--- src/rtl/ham_ecc_pkg.sv ---
package ham_ecc_pkg;
  localparam int HALF_W = 12;
  localparam int CODE_W = 2 * HALF_W;
  localparam int OFFS_W = 9;
  localparam int BIDX_W = 3;

  typedef enum logic [1:0] {
    ST_CLEAN     = 2'b00,
    ST_DATA_FIX  = 2'b01,
    ST_CODE_ONLY = 2'b10,
    ST_FATAL     = 2'b11
  } ecc_status_e;
endpackage

--- src/rtl/ham_parity_acc.sv ---
module ham_parity_acc
  import ham_ecc_pkg::*;
#(
  parameter int SECTOR_BYTES = 512
) (
  input  logic              clk,
  input  logic              rst_n,
  input  logic              sec_start,
  input  logic              in_valid,
  input  logic [7:0]        in_byte,
  output logic [HALF_W-1:0] hi_par,
  output logic [HALF_W-1:0] lo_par,
  output logic              sector_full
);
  localparam int CNT_W = $clog2(SECTOR_BYTES + 1);
  localparam logic [CNT_W-1:0] SEC_N    = CNT_W'(SECTOR_BYTES);
  localparam logic [CNT_W-1:0] LAST_IDX = CNT_W'(SECTOR_BYTES - 1);

  function automatic logic [7:0] col_mask(input int j);
    logic [7:0] m;
    for (int b = 0; b < 8; b++) m[b] = ((b >> j) & 1) == 1;
    return m;
  endfunction

  logic [CNT_W-1:0]  cnt_q, cnt_d, base_cnt;
  logic [HALF_W-1:0] hi_q, lo_q, hi_d, lo_d, base_hi, base_lo;
  logic              fin_q, fin_d;
  logic              accept, row_par, acc_en;
  logic [OFFS_W-1:0] offs;
  logic [BIDX_W-1:0] col_hi, col_lo;
  logic [HALF_W-1:0] add_hi, add_lo;

  assign row_par = ^in_byte;

  for (genvar j = 0; j < BIDX_W; j++) begin : g_col
    assign col_hi[j] = ^(in_byte & col_mask(j));
    assign col_lo[j] = row_par ^ col_hi[j];
  end

  always_comb begin
    base_cnt = sec_start ? '0 : cnt_q;
    base_hi  = sec_start ? '0 : hi_q;
    base_lo  = sec_start ? '0 : lo_q;
    accept   = in_valid && (base_cnt < SEC_N);
    offs     = OFFS_W'(base_cnt);
    add_hi   = {offs & {OFFS_W{row_par}}, col_hi};
    add_lo   = {~offs & {OFFS_W{row_par}}, col_lo};
    cnt_d    = accept ? base_cnt + 1'b1 : base_cnt;
    hi_d     = accept ? (base_hi ^ add_hi) : base_hi;
    lo_d     = accept ? (base_lo ^ add_lo) : base_lo;
    fin_d    = accept && (base_cnt == LAST_IDX);
    acc_en   = sec_start || accept;
  end

  always_ff @(posedge clk or negedge rst_n) begin
    if (!rst_n) begin
      cnt_q <= '0;
      hi_q  <= '0;
      lo_q  <= '0;
      fin_q <= 1'b0;
    end else begin
      fin_q <= fin_d;
      if (acc_en) begin
        cnt_q <= cnt_d;
        hi_q  <= hi_d;
        lo_q  <= lo_d;
      end
    end
  end

  assign hi_par      = hi_q;
  assign lo_par      = lo_q;
  assign sector_full = fin_q;


  cnt_bound_chk: assert property (@(posedge clk) disable iff (!rst_n)
    cnt_q <= SEC_N);


  full_after_byte_chk: assert property (@(posedge clk) disable iff (!rst_n)
    sector_full |-> $past(in_valid));


  full_single_pulse_chk: assert property (@(posedge clk) disable iff (!rst_n)
    (sector_full && !sec_start) |=> !sector_full);
endmodule

--- src/rtl/ham_syndrome_class.sv ---
module ham_syndrome_class
  import ham_ecc_pkg::*;
#(
  parameter int SECTOR_BYTES = 512
) (
  input  logic [CODE_W-1:0] calc_code,
  input  logic [CODE_W-1:0] stored_code,
  output ecc_status_e       status,
  output logic [OFFS_W-1:0] err_offset,
  output logic [BIDX_W-1:0] err_bit
);
  localparam logic [OFFS_W:0] LIMIT = (OFFS_W + 1)'(SECTOR_BYTES);

  logic [CODE_W-1:0] diff;
  logic [HALF_W-1:0] fold;
  logic [OFFS_W-1:0] loc_offs;
  logic [BIDX_W-1:0] loc_bit;
  logic              one_hot, data_pat, in_range;

  always_comb begin
    diff     = calc_code ^ stored_code;
    fold     = diff[HALF_W-1:0] ^ diff[CODE_W-1:HALF_W];
    loc_offs = diff[CODE_W-1:CODE_W-OFFS_W];
    loc_bit  = diff[HALF_W+BIDX_W-1:HALF_W];
    data_pat = (fold == {HALF_W{1'b1}});
    in_range = ({1'b0, loc_offs} < LIMIT);
    one_hot  = (diff != '0) && ((diff & (diff - 1'b1)) == '0);
    err_offset = '0;
    err_bit    = '0;
    if (diff == '0) begin
      status = ST_CLEAN;
    end else if (data_pat) begin
      if (in_range) begin
        status     = ST_DATA_FIX;
        err_offset = loc_offs;
        err_bit    = loc_bit;
      end else begin
        status = ST_FATAL;
      end
    end else if (one_hot) begin
      status = ST_CODE_ONLY;
    end else begin
      status = ST_FATAL;
    end
  end
endmodule

--- src/rtl/ham_bit_fixer.sv ---
module ham_bit_fixer
  import ham_ecc_pkg::*;
(
  input  logic              clk,
  input  logic              rst_n,
  input  logic              fix_req,
  input  logic [OFFS_W-1:0] fix_offset,
  input  logic [BIDX_W-1:0] fix_bit,
  input  logic [7:0]        buf_rd_data,
  output logic              buf_rd_en,
  output logic              buf_wr_en,
  output logic [OFFS_W-1:0] buf_addr,
  output logic [7:0]        buf_wr_data
);
  typedef enum logic [1:0] {FX_IDLE, FX_FETCH, FX_STORE} fix_state_e;

  fix_state_e        state_q, state_d;
  logic [OFFS_W-1:0] addr_q, addr_d;
  logic [7:0]        mask_q, mask_d, wdata_q, wdata_d;

  always_comb begin
    state_d   = state_q;
    addr_d    = addr_q;
    mask_d    = mask_q;
    wdata_d   = wdata_q;
    buf_rd_en = 1'b0;
    buf_wr_en = 1'b0;
    buf_addr  = addr_q;
    unique case (state_q)
      FX_IDLE: begin
        if (fix_req) begin
          buf_rd_en = 1'b1;
          buf_addr  = fix_offset;
          addr_d    = fix_offset;
          mask_d    = 8'h01 << fix_bit;
          state_d   = FX_FETCH;
        end
      end
      FX_FETCH: begin
        wdata_d = buf_rd_data ^ mask_q;
        state_d = FX_STORE;
      end
      FX_STORE: begin
        buf_wr_en = 1'b1;
        state_d   = FX_IDLE;
      end
      default: state_d = FX_IDLE;
    endcase
  end

  always_ff @(posedge clk or negedge rst_n) begin
    if (!rst_n) begin
      state_q <= FX_IDLE;
      addr_q  <= '0;
      mask_q  <= '0;
      wdata_q <= '0;
    end else begin
      state_q <= state_d;
      addr_q  <= addr_d;
      mask_q  <= mask_d;
      wdata_q <= wdata_d;
    end
  end

  assign buf_wr_data = wdata_q;


  rmw_order_chk: assert property (@(posedge clk) disable iff (!rst_n)
    buf_wr_en |-> ($past(buf_rd_en, 2) && $past(buf_addr, 2) == buf_addr));


  one_flip_chk: assert property (@(posedge clk) disable iff (!rst_n)
    buf_wr_en |-> ($countones(buf_wr_data ^ $past(buf_rd_data)) == 1));
endmodule

--- src/rtl/sector_hamming_ecc.sv ---
module sector_hamming_ecc
  import ham_ecc_pkg::*;
#(
  parameter int SECTOR_BYTES = 512
) (
  input  logic        clk,
  input  logic        rst_n,
  input  logic        sec_start,
  input  logic        in_valid,
  input  logic [7:0]  in_byte,
  input  logic [23:0] stored_code,
  output logic        code_valid,
  output logic [23:0] code_out,
  output logic        done,
  output logic [1:0]  status,
  output logic [8:0]  err_offset,
  output logic [2:0]  err_bit,
  output logic        buf_rd_en,
  output logic        buf_wr_en,
  output logic [8:0]  buf_addr,
  input  logic [7:0]  buf_rd_data,
  output logic [7:0]  buf_wr_data
);
  logic [HALF_W-1:0] hi_par, lo_par;
  logic              full;
  ecc_status_e       cls;
  logic              fix_req;

  ham_parity_acc #(.SECTOR_BYTES(SECTOR_BYTES)) u_acc (
    .clk         (clk),
    .rst_n       (rst_n),
    .sec_start   (sec_start),
    .in_valid    (in_valid),
    .in_byte     (in_byte),
    .hi_par      (hi_par),
    .lo_par      (lo_par),
    .sector_full (full)
  );

  assign code_out   = ~{hi_par, lo_par};
  assign code_valid = full;
  assign done       = full;

  ham_syndrome_class #(.SECTOR_BYTES(SECTOR_BYTES)) u_cls (
    .calc_code   (code_out),
    .stored_code (stored_code),
    .status      (cls),
    .err_offset  (err_offset),
    .err_bit     (err_bit)
  );

  assign status  = cls;
  assign fix_req = full && (cls == ST_DATA_FIX);

  ham_bit_fixer u_fix (
    .clk         (clk),
    .rst_n       (rst_n),
    .fix_req     (fix_req),
    .fix_offset  (err_offset),
    .fix_bit     (err_bit),
    .buf_rd_data (buf_rd_data),
    .buf_rd_en   (buf_rd_en),
    .buf_wr_en   (buf_wr_en),
    .buf_addr    (buf_addr),
    .buf_wr_data (buf_wr_data)
  );


  clean_match_chk: assert property (@(posedge clk) disable iff (!rst_n)
    (done && status == 2'b00) |-> (code_out == stored_code));


  data_fix_weight_chk: assert property (@(posedge clk) disable iff (!rst_n)
    (done && status == 2'b01) |-> ($countones(code_out ^ stored_code) == 12));


  code_only_weight_chk: assert property (@(posedge clk) disable iff (!rst_n)
    (done && status == 2'b10) |-> ($countones(code_out ^ stored_code) == 1));


  rd_only_on_fix_chk: assert property (@(posedge clk) disable iff (!rst_n)
    buf_rd_en |-> (done && status == 2'b01 && buf_addr == err_offset));
endmodule

--- config.mk ---
export PLATFORM = sky130hd
export DESIGN_NAME = sector_hamming_ecc
export DESIGN_NICKNAME = d
export VERILOG_FILES = /design/src/rtl/ham_ecc_pkg.sv /design/src/rtl/ham_parity_acc.sv /design/src/rtl/ham_syndrome_class.sv /design/src/rtl/ham_bit_fixer.sv /design/src/rtl/sector_hamming_ecc.sv
export SDC_FILE = /design/constraint.sdc
export NUM_CORES = 1
export LEC_CHECK = 0
export ABC_AREA = 1
export ABC_CLOCK_PERIOD_IN_PS = 1800
export CAP_MARGIN = 20
export CORE_MARGIN = 4
export CORE_UTILIZATION = 45
export CTS_CLUSTER_SIZE = 28
export DETAILED_ROUTE_END_ITERATION = 8
export PLACE_DENSITY = 0.77
export SKIP_LAST_GASP = 1
export SYNTH_ARGS = -nofsm -noshare
export SYNTH_HDL_FRONTEND = slang
export SYNTH_SLANG_ARGS = --single-unit
--- constraint.sdc ---
create_clock -name clk -period 1.8 [get_ports clk]
set_input_delay 0.18 -clock clk [delete_from_list [all_inputs] [get_ports clk]]
set_output_delay 0.18 -clock clk [all_outputs]
set_load 0.05 [all_outputs]
* Yosys cells after proc, flatten, opt, wreduce, memory -nomap -nowiden
Index checks and enable logic that the tools add are counted.
** Storage, ports and cells
- Flip-flop bits (word level) :: 62
** Cells by class
- Eq/ne operators :: 6
- Multiplexer cells :: 20
- Bitwise operators :: 13
- Shifts and indexed selects :: 1
- $add $sub $neg :: 2
- Reduce and logical (&&, ||, !) cells :: 14
- Magnitude comparators :: 1
** Operator list (count)
- logical NOT 24 bit :: 2
- two-way mux 12 bit :: 4
- two-way mux 9 bit :: 4
- bitwise XOR 12 bit :: 3
- XOR reduction 8 bit :: 4
- bitwise AND 24 bit :: 1
- NOT 24 bit :: 1
- nonzero test 24 bit :: 1
- subtractor 24 x 1 -> 24 bit (second input constant) :: 1
- bitwise XOR 24 bit :: 1
- two-way mux 10 bit :: 2
- bitwise AND 9 bit :: 2
- equality test 12 bit (second input constant) :: 1
- adder 10 x 1 -> 10 bit (second input constant) :: 1
- equality test 10 x 9 -> 1 bit (second input constant) :: 1
- < comparator 10 bit (second input constant) :: 1
- NOT 9 bit :: 1
- left shift 1 x 3 -> 8 bit (first input constant) :: 1
- bitwise XOR 8 bit :: 1
- two-way mux 2 bit :: 3
- two-way mux 3 bit :: 2
- equality test 2 x 1 -> 1 bit (second input constant) :: 2
- logical AND 1 bit :: 4
- two-way mux 1 bit :: 4
- 7 further kinds :: 9

* Logic depth before layout (Yosys ltp)
Gate-level depths: netlist (run 1).
- Word-level depth :: 13
- Gate-level depth with buffers :: 15

* By module
From an unflattened synthesis (run 1), not the netlist that was laid out.
** Second synthesis, totals
- Cells, all modules :: 772
- Area total of the unflattened synthesis :: 4762.1 um^2
** By module, submodules not included
- ham_parity_acc :: area an instance 2067.0 um^2, instances 1, seq. area each 875.8 um^2, cells an instance 277
- ham_syndrome_class :: area an instance 1378.8 um^2, instances 1, seq. area each 0.0 um^2, cells an instance 313
- ham_bit_fixer :: area an instance 1208.7 um^2, instances 1, seq. area each 675.6 um^2, cells an instance 155
- sector_hamming_ecc :: area an instance 107.6 um^2, instances 1, seq. area each 0.0 um^2, cells an instance 27

* Worst setup path before layout (run 1)
OpenSTA, ideal clock, no wires.
- Path kind :: reg-to-reg
- Start :: register u_acc.lo_q[4] (netlist: u_acc.lo_par[4])
- End :: register u_fix.addr_q[7]
- Path buffers :: 1
- Stages on the path, launching flop included :: 13
- Path slack :: -1390 ps
- Arrival time :: 2982 ps
- Clock period less this slack :: 3190 ps
- Setup time :: 208 ps
- Path through :: dfrtp_1 inv_1 nand2_1 nand2_1 inv_1 nand2_1 nand4_1 nor2_1 nand3_4 nor3_4 inv_4 buf_6 o21ai_1
** Between the ends
- Cells in the longest elaborated chain, start to end :: 13
- Elaborated cells on any way between the ends :: 19
- Those cells by class :: add/sub: 1; eq/ne: 2; mux: 7; bitwise: 4; reduce/logical: 5
** RTL lines
- from (decl) :: line ham_parity_acc.sv:26 : logic [HALF_W-1:0] hi_q, lo_q, hi_d, lo_d, base_hi, base_lo;
- from (signal assigned) :: line ham_parity_acc.sv:66 : lo_q <= lo_d;
- NOT 24 bit (*) :: line sector_hamming_ecc.sv:40 : assign code_out = ~{hi_par, lo_par};
- net code_out[4] :: line sector_hamming_ecc.sv:13 : output logic [23:0] code_out,
- bitwise XOR 24 bit (*) :: line ham_syndrome_class.sv:21 : diff = calc_code ^ stored_code;
- subtractor 24 x 1 -> 24 bit :: line ham_syndrome_class.sv:27 : one_hot = (diff != '0) && ((diff & (diff - 1'b1)) == '0);
- bitwise AND 24 bit :: line ham_syndrome_class.sv:27
- logical NOT 24 bit :: line ham_syndrome_class.sv:27
- logical AND 1 bit :: line ham_syndrome_class.sv:27
- two-way mux 1 bit :: line ham_syndrome_class.sv:40 : end else if (one_hot) begin
- two-way mux 2 bit :: line ham_syndrome_class.sv:32 : end else if (data_pat) begin
- two-way mux 2 bit :: line ham_syndrome_class.sv:30 : if (diff == '0) begin
- equality test 2 x 1 -> 1 bit :: line sector_hamming_ecc.sv:53 : assign fix_req = full && (cls == ST_DATA_FIX);
- logical AND 1 bit :: line sector_hamming_ecc.sv:53
- two-way mux 9 bit (*) (2 in a row)
- net buf_addr[7] :: line sector_hamming_ecc.sv:20 : output logic [8:0] buf_addr,
- to (signal assigned) :: line ham_bit_fixer.sv:59 : addr_q <= addr_d;
- to (decl) :: line ham_bit_fixer.sv:18 : logic [OFFS_W-1:0] addr_q, addr_d;
Mark *: on every way through the listed nets, which the timed path passes. The rest lies on a longest branch.
A chain may end at the register's enable or synchronous reset.

* Worst setup path after layout (run 1)
- Start :: register u_acc.hi_q[1] (netlist: u_acc.hi_par[1])
- End :: output port buf_addr[2]
** Between the ends
- Cells in the longest elaborated chain, start to end :: 13
- Elaborated cells on any way between the ends :: 19
- Those cells by class :: add/sub: 1; eq/ne: 2; mux: 7; bitwise: 4; reduce/logical: 5
** RTL lines
- from (decl) :: line ham_parity_acc.sv:26
- from (signal assigned) :: line ham_parity_acc.sv:65 : hi_q <= hi_d;
- NOT 24 bit (*) :: line sector_hamming_ecc.sv:40
- bitwise XOR 24 bit (*) :: line ham_syndrome_class.sv:21
- subtractor 24 x 1 -> 24 bit :: line ham_syndrome_class.sv:27
- bitwise AND 24 bit :: line ham_syndrome_class.sv:27
- logical NOT 24 bit :: line ham_syndrome_class.sv:27
- logical AND 1 bit :: line ham_syndrome_class.sv:27
- two-way mux 1 bit :: line ham_syndrome_class.sv:40
- two-way mux 2 bit :: line ham_syndrome_class.sv:32
- two-way mux 2 bit :: line ham_syndrome_class.sv:30
- equality test 2 x 1 -> 1 bit :: line sector_hamming_ecc.sv:53
- logical AND 1 bit :: line sector_hamming_ecc.sv:53
- two-way mux 9 bit (*) :: line ham_bit_fixer.sv:31 : if (fix_req) begin
- two-way mux 9 bit (*)
- to (decl) :: line sector_hamming_ecc.sv:20
Mark *: on every way between the ends. The rest lies on a longest branch, timed or not.

==> results of run 1 <==
==> routing by layer <==
| metal | vias to the layer above | track usage (%) |
|---|---|---|
| li1 | 2299 | - |
| met1 | 2120 | 29.9 |
| met2 | 179 | 47.2 |
| met3 | 31 | 3.69 |
| met4 | 0 | 8.47 |
| met5 | - | 0 |
==> worst min-delay path: stages <==
cell           delay, ns
dlygate4sd3_1       0.52
buf_2               0.12
buf_12              0.30
==> how the worst max path moves through the flow <==
| stage | depth (start not counted) | start | to | slack (ns) |
|---|---|---|---|---|
| global placement | 15 | stored_code[11] | status[0] | -0.65 |
| floorplan | 11 | u_acc.lo_par[3] | buf_addr[0] | -0.96 |
| detailed placement | 13 | stored_code[8] | buf_addr[6] | -0.72 |
| finish | 14 | u_acc.hi_par[1] | buf_addr[2] | -0.73 |
| global route | 14 | u_acc.hi_par[1] | buf_addr[2] | -0.85 |
| CTS | 14 | u_acc.lo_par[1] | status[0] | -0.69 |
==> synthesized netlist by cell type <==
cell type  number  area, um2
a21oi_1         4       20.0
and2_1          2       12.5
buf_2           2       10.0
buf_4           1       7.51
buf_6           2       22.5
clkbuf_1        4       15.0
clkinv_1        1       3.75
dfrtp_1        62       1550
ha_1            1       12.5
inv_1          76        285
inv_2           8       30.0
inv_4           1       6.26
nand2_1       228        856
nand2_2         2       12.5
nand3_1        31        155
nand3_2         2       20.0
nand3_4         1       17.5
nand3b_1        1       7.51
nand4_1         4       25.0
nor2_1         65        244
nor2_2          2       12.5
nor2_4          1       11.3
nor3_1          7       35.0
nor3_4          1       16.3
o21a_1          1       7.51
o21ai_0        24        120
o21ai_1         9       45.0
o21ai_2         4       35.0
o22ai_1         1       6.26
or2_2           1       6.26
xnor2_1        22        193
xor2_1         31        272
xor2_2          1       16.3
==> final cells by class <==
cell class	instances	area share [%]
multi-input combinational	446	38.2
sequential	62	21.7
timing repair buffer	230	30.9
clock buffer	10	1.78
tap	108	1.88
clock inverter	5	0.383
timing repair inverter	1	0.0871
inverter	86	5.07
==> kinds of logic (layout without fill, tap and decap cells) <==
kind of cell	after synthesis	after routing
buffers and inverters	95	332
xor gates and xnor gates	54	54
adders and majority gates	1	1
AOI/OAI and AO/OA	43	43
DFF	62	62
and+or+nand+nor	348	348
==> flip-flops by register name (all words and copies together) (netlist names) <==
signal             count
u_acc.cnt_q           10
u_acc.hi_par          12
u_acc.lo_par          12
u_acc.sector_full      1
u_fix.addr_q           9
u_fix.buf_wr_data      8
u_fix.mask_q           8
u_fix.state_q          2
==> report_power, final <==
group	internal [mW]	switching, mW	leakage (nW)
clock	0.483	0.575	0.0817
combinational	1.09	1.52	2.65
sequential	1.51	0.140	0.791
total	3.09	2.24	3.52
==> through the flow <==
stage,std cells,setup WS [ns],util [%]
global placement,916,-0.654,72.7
CTS,942,-0.694,78.2
finish,948,-0.729,81.9
detailed placement,916,-0.722,72.7
floorplan,603,-0.956,-
global route,948,-0.846,81.9
==> what timing repair did <==
item	4_1_cts	5_1_grt
pin swaps	8	14
cloned	0	1
endpoints found under the hold margin	62	0
hold buffers	1	0
endpoints found under the setup margin	41	53
resized for setup	74	74
setup buffers	10	8
==> results.cfg, run 1 <==
[run_status]
status = complete, but fails checks
violations = negative setup slack

[clock_tree]
numCtsBuffers = 9
insertion_delay_ns = 0.34
clk_path_buf_depth = 2
htree_levels = 3
cts.sinks = 62
tritoncts = yes
cts_root_buf = clkbuf_8
clk_pin_slew_ns = 0.07

[layout]
final_area_um2 = 7180
final-seq-area_um2 = 1560
diodes = 0
final_common_cell = nand2_1
fin_nets = 881
n_fill_cell = 561
drive_gt1_share_pct = 40.2
final_cell_mix = nand2_1 (179), buf_4 (139), inv_1 (62), dfrtp_1 (57), clkdlybuf4s50_1 (52)
multiInputGateArea_um2 = 2740
syn2layout_area_growth_pct = 75.6

[logic_synthesis]
synthAdderAreaFrac_pct = 0.306
synth-simple-area-share_pct = 35.0
synth_seq_area_share_pct = 37.9
netlist_area_um2 = 4090
muxShareOfSynthArea_pct = 0
synthCells = 603
syn-num-nets = 648
yosysUniqueCellTypes = 33
yosys.area_share.xor_xnor_pct = 11.7
synth_warnings = 0
synth_seq_cells = 62
synth_top_family_by_area = simple AND/OR/NAND/NOR gates
synth_compound_area_share_pct = 5.72
avgSynthCellArea_um2 = 6.78

[global_routing]
antenna_found_initial = 0
grt_pass1_vias = 4679
grt_max_degree = 63
grtUsageTotal_pct = 25.4
grt-ovfl-total = 0
grt_pass1_wl_mm = 21.4

[floorplanning]
fp-row-count = 34
die_x_um = 103
coreArea_um2 = 8760
num_io_pins = 103
die_y_um = 103
start_util_pct = 46.7
die-area_um2 = 10700

[sta]
fmax_mhz = 395
final.setup_skew_ns = 0.0136
period_share_pct = 140
hold_viol = 0
finalWorstSetupSlack_ns = -0.729
hold-worst-slack_ns = 0.377
finalSetupTns_ns = -17.04
finalMaxSlewViolations = 0
rsz0062_at_grt = yes
relSlewSlack_pct = 65.2
layout_min_cycle_time_ns = 2.53
tightest_slew_ns = 0.520
setup_violations = 42

[pwr]
p_leak_nw = 3.52
power_mw = 5.33
powerDensity_nw_per_um2 = 742
peakVddDrop_uv = 726

[place]
gp_congestion = 0.961
postPlaceCellArea_um2 = 6370
port_buffers = 102
place.detailed.hpwl_mm = 10.2

[setup_path]
crit_path_start_kind = register
critPathTopFamily = simple AND/OR/NAND/NOR gates
r2r_slack_ns = -0.29
critPathBufInv = 5
critPathMaxFanout = 7
crit_chain = inv_2 > nand2_1 > nand2_4 > inv_1 > nand2_1 > nand3_2 > nor2_4 > nand3_4 > nor3_4 > buf_6 > buf_12 > nand2_4 > o21a_4 > buf_12
r2r_start = u_acc.hi_par[1]
cpPeakStageDelay_ns = 0.41
worstSetupEndpointType = primary output
reg2reg_to = u_fix.mask_q[4]
required_ns = 1.62
arrival_ns = 2.35
crit_type = register to primary output
cp_slowest_cell = dfrtp_1
reg2regPathDepth = 14

[routing]
wl_met3_um = 758
vias = 4629
top_layer = met4
ant_nets = 0
wl_met1_mm = 5.43
routed_wirelength_mm = 13.7
dr_wl_met2_mm = 7.17
routedWlPerCell_um = 14.4
via_per_inst = 4.88
first_pass_iters = 4
drc = 0
drt_iter0_markers = 215

[job]
max_cap_violations = 0

[hold_path]
hold_class = primary input to async pin
Note: power is estimated with default switching activity, not from simulation.
==> inputs of run 2 (changes only) <==
--- a/config.mk
+++ b/config.mk
@@ -9,11 +9,13 @@
 export ABC_CLOCK_PERIOD_IN_PS = 1800
 export CAP_MARGIN = 20
 export CORE_MARGIN = 4
-export CORE_UTILIZATION = 45
+export CORE_UTILIZATION = 47
 export CTS_CLUSTER_SIZE = 28
 export DETAILED_ROUTE_END_ITERATION = 8
-export PLACE_DENSITY = 0.77
+export MAX_ROUTING_LAYER = met4
+export PLACE_DENSITY = 0.78
 export SKIP_LAST_GASP = 1
 export SYNTH_ARGS = -nofsm -noshare
 export SYNTH_HDL_FRONTEND = slang
+export SYNTH_HIERARCHICAL = 1
 export SYNTH_SLANG_ARGS = --single-unit
==> results.cfg, run 2 <==
[pwr]
power_frac_comb_pct = 40.8
p_sw_mw = 1.80
power_mw = 4.82
internal_power_mw = 3.02
peakVddDrop_uv = 477
p_leak_nw = 4.23
pwr-share-seq_pct = 32.0
powerDensity_nw_per_um2 = 608
sw_frac_of_total_pct = 37.4
p_clk_share_pct = 27.2

[layout]
final_common_cell = nand2_1
diodes = 0
drive_gt1_share_pct = 37.3
fin_nets = 1054
syn2layout_area_growth_pct = 66.4
final_cell_mix = nand2_1 (258), buf_4 (137), inv_1 (134), dfrtp_1 (61), nand2_2 (53)

[setup_path]
critPathMostFrequentCell = nand2_4
reg2regPathDepth = 21
crit_type = register to primary output
crit_chain = clkinvlp_4 > nand2_2 > nand2_4 > buf_12 > buf_4 > nor2_2 > o21ai_0 > nor2_1 > nand2_1 > nor2_2 > nand2_4 > nand2_4 > nor2_4 > nand2_4 > buf_6 > nand2_2 > nand2_4 > buf_12
cp_slowest_cell = dfrtp_1
cpPeakStageDelay_ns = 0.39
worstSetupEndpointType = primary output
r2r_start = u_acc/lo_par[4]
reg2reg_to = u_fix/mask_q[2]
r2r_slack_ns = -0.93
critPathLaunch = u_acc/lo_par[4]
arrival_ns = 2.71
crit_path_start_kind = register
critPathBufInv = 5
critPathMaxFanout = 4
critPathTopFamily = simple AND/OR/NAND/NOR gates
required_ns = 1.62

[clock_tree]
tritoncts = yes
cts.sinks = 62
clk_pin_slew_ns = 0.08
htree_levels = 3
insertion_delay_ns = 0.35
cts_root_buf = clkbuf_8
numCtsBuffers = 9
clk_path_buf_depth = 2

[hold_path]
hold_class = primary input to async pin

[global_routing]
grt_pass1_wl_mm = 25.3
grt_max_degree = 44
antenna_found_initial = 0
grt-ovfl-total = 0
grtUsageTotal_pct = 28.2
grt_pass1_vias = 5408

[run_status]
violations = negative setup slack
status = complete, but fails checks

[place]
gp_congestion = 0.941
place.detailed.hpwl_mm = 12.3
port_buffers = 102

[routing]
routedWlPerCell_um = 14.0
vias = 5513
ant_nets = 0
first_pass_iters = 5
drc = 0
via_per_inst = 4.81
routed_wirelength_mm = 16.1
drt_iter0_markers = 313

[logic_synthesis]
avgSynthCellArea_um2 = 6.17
yosysTopAreaCell = dfrtp_1
synth_top_area_share_pct = 32.6
synthCells = 772
synth_warnings = 6
yosysUniqueCellTypes = 29
syn-num-nets = 816
async_reset_ff_share_pct = 100
synth_seq_cells = 62
synth-edff-count = 0
synthTopCellsByCount = nand2_1 (308), inv_1 (162), nor2_1 (63), dfrtp_1 (62), nand3_1 (35)
yosysMostFrequentCell = nand2_1
ys.flop_type = dfrtp_1
synth_seq_area_share_pct = 32.6
netlist_area_um2 = 4760
synthTopCellsByArea = dfrtp_1 (33%), nand2_1 (24%), inv_1 (13%)

[sta]
final.setup_skew_ns = 0.0101
relSlewSlack_pct = 64.6
hold_viol = 0
hold-worst-slack_ns = 0.338
period_share_pct = 160
finalMaxSlewViolations = 0
tightest_slew_ns = 0.531
rsz0062_at_grt = yes
fmax_mhz = 346
layout_min_cycle_time_ns = 2.89
finalSetupTns_ns = -35.60
finalWorstSetupSlack_ns = -1.09
setup_violations = 42

[floorplanning]
die_x_um = 109
die_y_um = 109
coreArea_um2 = 9820
num_io_pins = 103
die-area_um2 = 11800
fp-row-count = 36
start_util_pct = 48.5

[job]
max_cap_violations = 0
==> run 2: cell families (layout without fill, tap and decap cells) <==
logic type / after synthesis / in the layout / share of synthesized area (%)
AO/OA/AOI/OAI: 30 / 30 / 3.21
buffers and inverters: 182 / 424 / 15.5
AND/OR/NAND/NOR: 472 / 472 / 43.9
XOR/XNOR: 26 / 26 / 4.78
flip-flops: 62 / 62 / 32.6
==> run 2: power by group through the flow <==
| stage | Combinational [mW] | Clock (mW) | Sequential (mW) |
|---|---|---|---|
| 2_1_floorplan | 1.06 | 0 | 1.56 |
| 3_3_place_gp | 1.80 | 0 | 1.57 |
| 3_5_place_dp | 1.83 | 0 | 1.57 |
| 4_1_cts | 1.92 | 1.33 | 1.54 |
| 5_1_grt | 2.14 | 1.39 | 1.55 |
| 6_report | 1.97 | 1.31 | 1.54 |
==> run 2: cell type report <==
type | count | area, um2
flip-flops and latches | 62 | 1550
multi-input cells | 528 | 2890
clock inverters | 3 | 42.5
repair buffers | 238 | 2370
fillers | 662 | 1890
clock buffers | 12 | 165
inverters | 171 | 729
well taps | 133 | 166
==> run 2: through the flow <==
step / cell area, um2 / worst slack (ns) / cells / utilization, %
after floorplan: 5090 / -0.807 / 772 / -
after global placement: 7190 / -1.08 / 1106 / 73.2
after detailed placement: 7190 / -1.01 / 1106 / 73.2
after CTS: 7730 / -1.07 / 1137 / 78.8
after global routing: 7930 / -1.29 / 1147 / 80.7
final: 7930 / -1.09 / 1147 / 80.7
==> run 2: worst max-delay path by stage <==
stage / endpoint / slack [ns] / cells after the start
5_1_grt: buf_addr[7] / -1.29 / 21
2_1_floorplan: buf_addr[8] / -0.81 / 12
6_report: buf_addr[7] / -1.09 / 18
4_1_cts: buf_addr[4] / -1.07 / 21
3_3_place_gp: buf_addr[3] / -1.08 / 21
3_5_place_dp: buf_addr[2] / -1.01 / 21
==> run 2: routing by layer <==
| metal | GRT usage (%) | up-vias | share of wire, % |
|---|---|---|---|
| li1 | - | 2731 | - |
| met1 | 32.6 | 2583 | 40 |
| met2 | 50.7 | 163 | 54 |
| met3 | 3.49 | 36 | 4.1 |
| met4 | 9.47 | 0 | 2.6 |
| met5 | - | - | 0 |
==> run 2: worst register-to-register path, cell delays in order, from the launching register on <==
cell and delay, ns:
dfrtp_1 0.39, clkinvlp_4 0.16, inv_2 0.08, nand2_2 0.06, nand2_4 0.11, buf_4 0.12, buf_6 0.08, xor2_1 0.13
o21ai_1 0.08, nor2_1 0.14, nand4_2 0.17, buf_6 0.18, buf_12 0.14, buf_12 0.13, nor2_4 0.11, buf_4 0.12
buf_6 0.10, buf_4 0.11, nand2_2 0.06, nor2_2 0.11, nand2_1 0.07, nand2_1 0.06
==> run 2: timing repair <==
| item | CTS | global route |
|---|---|---|
| hold endpoints to repair | 19 | 0 |
| endpoints found under the setup margin | 42 | 42 |
| gates resized for setup | 61 | 31 |
| buffers inserted | 14 | 12 |
| pin swaps | 22 | 25 |
| cloned | 1 | 0 |
| hold buffers | 1 | 0 |
==> inputs of run 3 (changes only) <==
--- a/config.mk
+++ b/config.mk
@@ -6,14 +6,14 @@
 export NUM_CORES = 1
 export LEC_CHECK = 0
 export ABC_AREA = 1
-export ABC_CLOCK_PERIOD_IN_PS = 1800
+export ABC_CLOCK_PERIOD_IN_PS = 3100
 export CAP_MARGIN = 20
 export CORE_MARGIN = 4
-export CORE_UTILIZATION = 47
+export CORE_UTILIZATION = 52
 export CTS_CLUSTER_SIZE = 28
 export DETAILED_ROUTE_END_ITERATION = 8
 export MAX_ROUTING_LAYER = met4
-export PLACE_DENSITY = 0.78
+export PLACE_DENSITY = 0.82
 export SKIP_LAST_GASP = 1
 export SYNTH_ARGS = -nofsm -noshare
 export SYNTH_HDL_FRONTEND = slang
==> constraint.sdc (replaced) <==
create_clock -name clk -period 3.1 [get_ports clk]
set_input_delay 0.31 -clock clk [delete_from_list [all_inputs] [get_ports clk]]
set_output_delay 0.31 -clock clk [all_outputs]
set_load 0.05 [all_outputs]
==> results.cfg, run 3 (synthesized netlist as in run 2, its figures left out) <==
[routing]
routedWlPerCell_um = 13.6
vias = 4978
routed_wirelength_mm = 13.9
drt_iter0_markers = 261
first_pass_iters = 4
drc = 0
ant_nets = 0
via_per_inst = 4.89

[pwr]
p_leak_nw = 3.62
peakVddDrop_uv = 285
powerDensity_nw_per_um2 = 388

[clock_tree]
clk_path_buf_depth = 2
tritoncts = yes
cts_root_buf = clkbuf_8
htree_levels = 3
numCtsBuffers = 9
holdBufCountCts = 0
cts.sinks = 62
insertion_delay_ns = 0.35
clk_pin_slew_ns = 0.09

[sta]
relSlewSlack_pct = 47.5
final.setup_skew_ns = 0.0175
period_share_pct = 99.9
rsz0062_at_grt = yes
finalSetupTns_ns = 0
tightest_slew_ns = 0.788
layout_min_cycle_time_ns = 3.10
finalMaxSlewViolations = 0
hold_viol = 0
setup_violations = 0
fmax_mhz = 323

[hold_path]
hold_class = primary input to async pin

[setup_path]
critPathMaxFanout = 8
critPathTopFamily = simple AND/OR/NAND/NOR gates
worstSetupEndpointType = primary output
cpPeakStageDelay_ns = 0.41
critPathMostFrequentCell = nand2_1
crit_type = register to primary output
arrival_ns = 2.79
crit_path_start_kind = register
crit_chain = clkinvlp_4 > nand2_2 > nand2_4 > nor2_4 > nand2_4 > nor2_4 > nand3_2 > nand2_1 > nand2_1 > inv_1 > nand2_1 > nor2_1 > nand2_1 > nand2_1 > nor2_2 > nand2_4 > buf_12 > nand2_2 > nand2_2 > buf_12
required_ns = 2.79
cp_slowest_cell = dfrtp_1
critPathBufInv = 4

[place]
postPlaceCellArea_um2 = 6190
placedCellCount = 981
gp_congestion = 0.969
port_buffers = 102
place.detailed.hpwl_mm = 10.6

[job]
max_cap_violations = 0

[floorplanning]
num_io_pins = 103
fp-row-count = 34
die_y_um = 104
coreArea_um2 = 8810
die-area_um2 = 10800
start_util_pct = 54.1
die_x_um = 104

[layout]
diodes = 0
final_area_um2 = 6800
final_common_cell = nand2_1
fin_util_pct = 77.2
drive_gt1_share_pct = 24.7
syn2layout_area_growth_pct = 42.8
fin_nets = 949
final_cell_mix = nand2_1 (260), inv_1 (141), clkdlybuf4s50_1 (77), dfrtp_1 (61), nand2_2 (57)
final_cells = 1018

[global_routing]
grt_max_degree = 63
grt_pass1_vias = 4605
grt-ovfl-total = 0
antenna_found_initial = 0
grtUsageTotal_pct = 25.5
grt_pass1_wl_mm = 22.0

[run_status]
status = complete, no violations
## run 3: changes by cell type in the layout (fill, tap and decap cells not counted), sizes merged
cell | previous run | this run
buf | 187 | 56
clkdlybuf4s50 | 50 | 77
clkbuf | 12 | 9
clkinvlp | 23 | 15
inv | 149 | 161
dlygate4sd3 | 1 | 0
## run 3: layout make-up
cell class	count	area, um2
sequential	62	1550
inverter	171	702
timing repair buffer	133	1480
clock buffer	9	124
tap	108	135
clock inverter	7	80.1
fill	672	2010
multi-input combinational	528	2730
## run 3: what timing repair did
| item | in CTS | in global routing |
|---|---|---|
| gates cloned | 0 | 0 |
| hold endpoints to repair | 0 | 0 |
| setup endpoints to repair | 9 | 10 |
| resized for setup | 4 | 83 |
| pin swaps | 0 | 33 |
| setup buffers | 0 | 21 |
## run 3: metal layers
metal  wire length (um)  vias up  track usage (%)
li1                   -     2523                -
met1               5880     2309             30.7
met2               7180      120             44.5
met3                491       26             3.30
met4                332        0             8.55
met5                  0        -                -
## run 3: final timing paths
path	startpoint	end	slack, ns	cells after the start
max	u_acc/lo_par[1]	buf_addr[5]	0.004	20
min	rst_n	u_fix/addr_q[4]	0.11	2
max reg2reg	u_acc/lo_par[1]	u_fix/mask_q[7]	0.58	20
min reg2reg	u_fix/buf_wr_data[6]	u_fix/buf_wr_data[6]	0.49	2
max in group asynchronous	rst_n	u_acc/hi_par[3]	2.39	2
min in group clk	u_fix/buf_wr_data[6]	u_fix/buf_wr_data[6]	0.49	2
## run 3: power breakdown
group / internal [mW] / switching (mW) / leakage (nW)
registers: 0.851 / 0.0433 / 0.802
clock network: 0.384 / 0.372 / 0.103
logic: 0.352 / 0.634 / 2.71
## run 3: stage by stage
stage / power (mW) / setup slack (ns) / hold slack, ns
2_1_floorplan: 1.49 / -0.0432 / 0.0144
3_3_place_gp: 1.75 / 0.0525 / 0.467
3_5_place_dp: 1.77 / 0.0584 / 0.466
4_1_cts: 2.52 / 0.00557 / 0.147
5_1_grt: 2.76 / -0.167 / 0.193
6_report: 2.64 / 0.00424 / 0.112
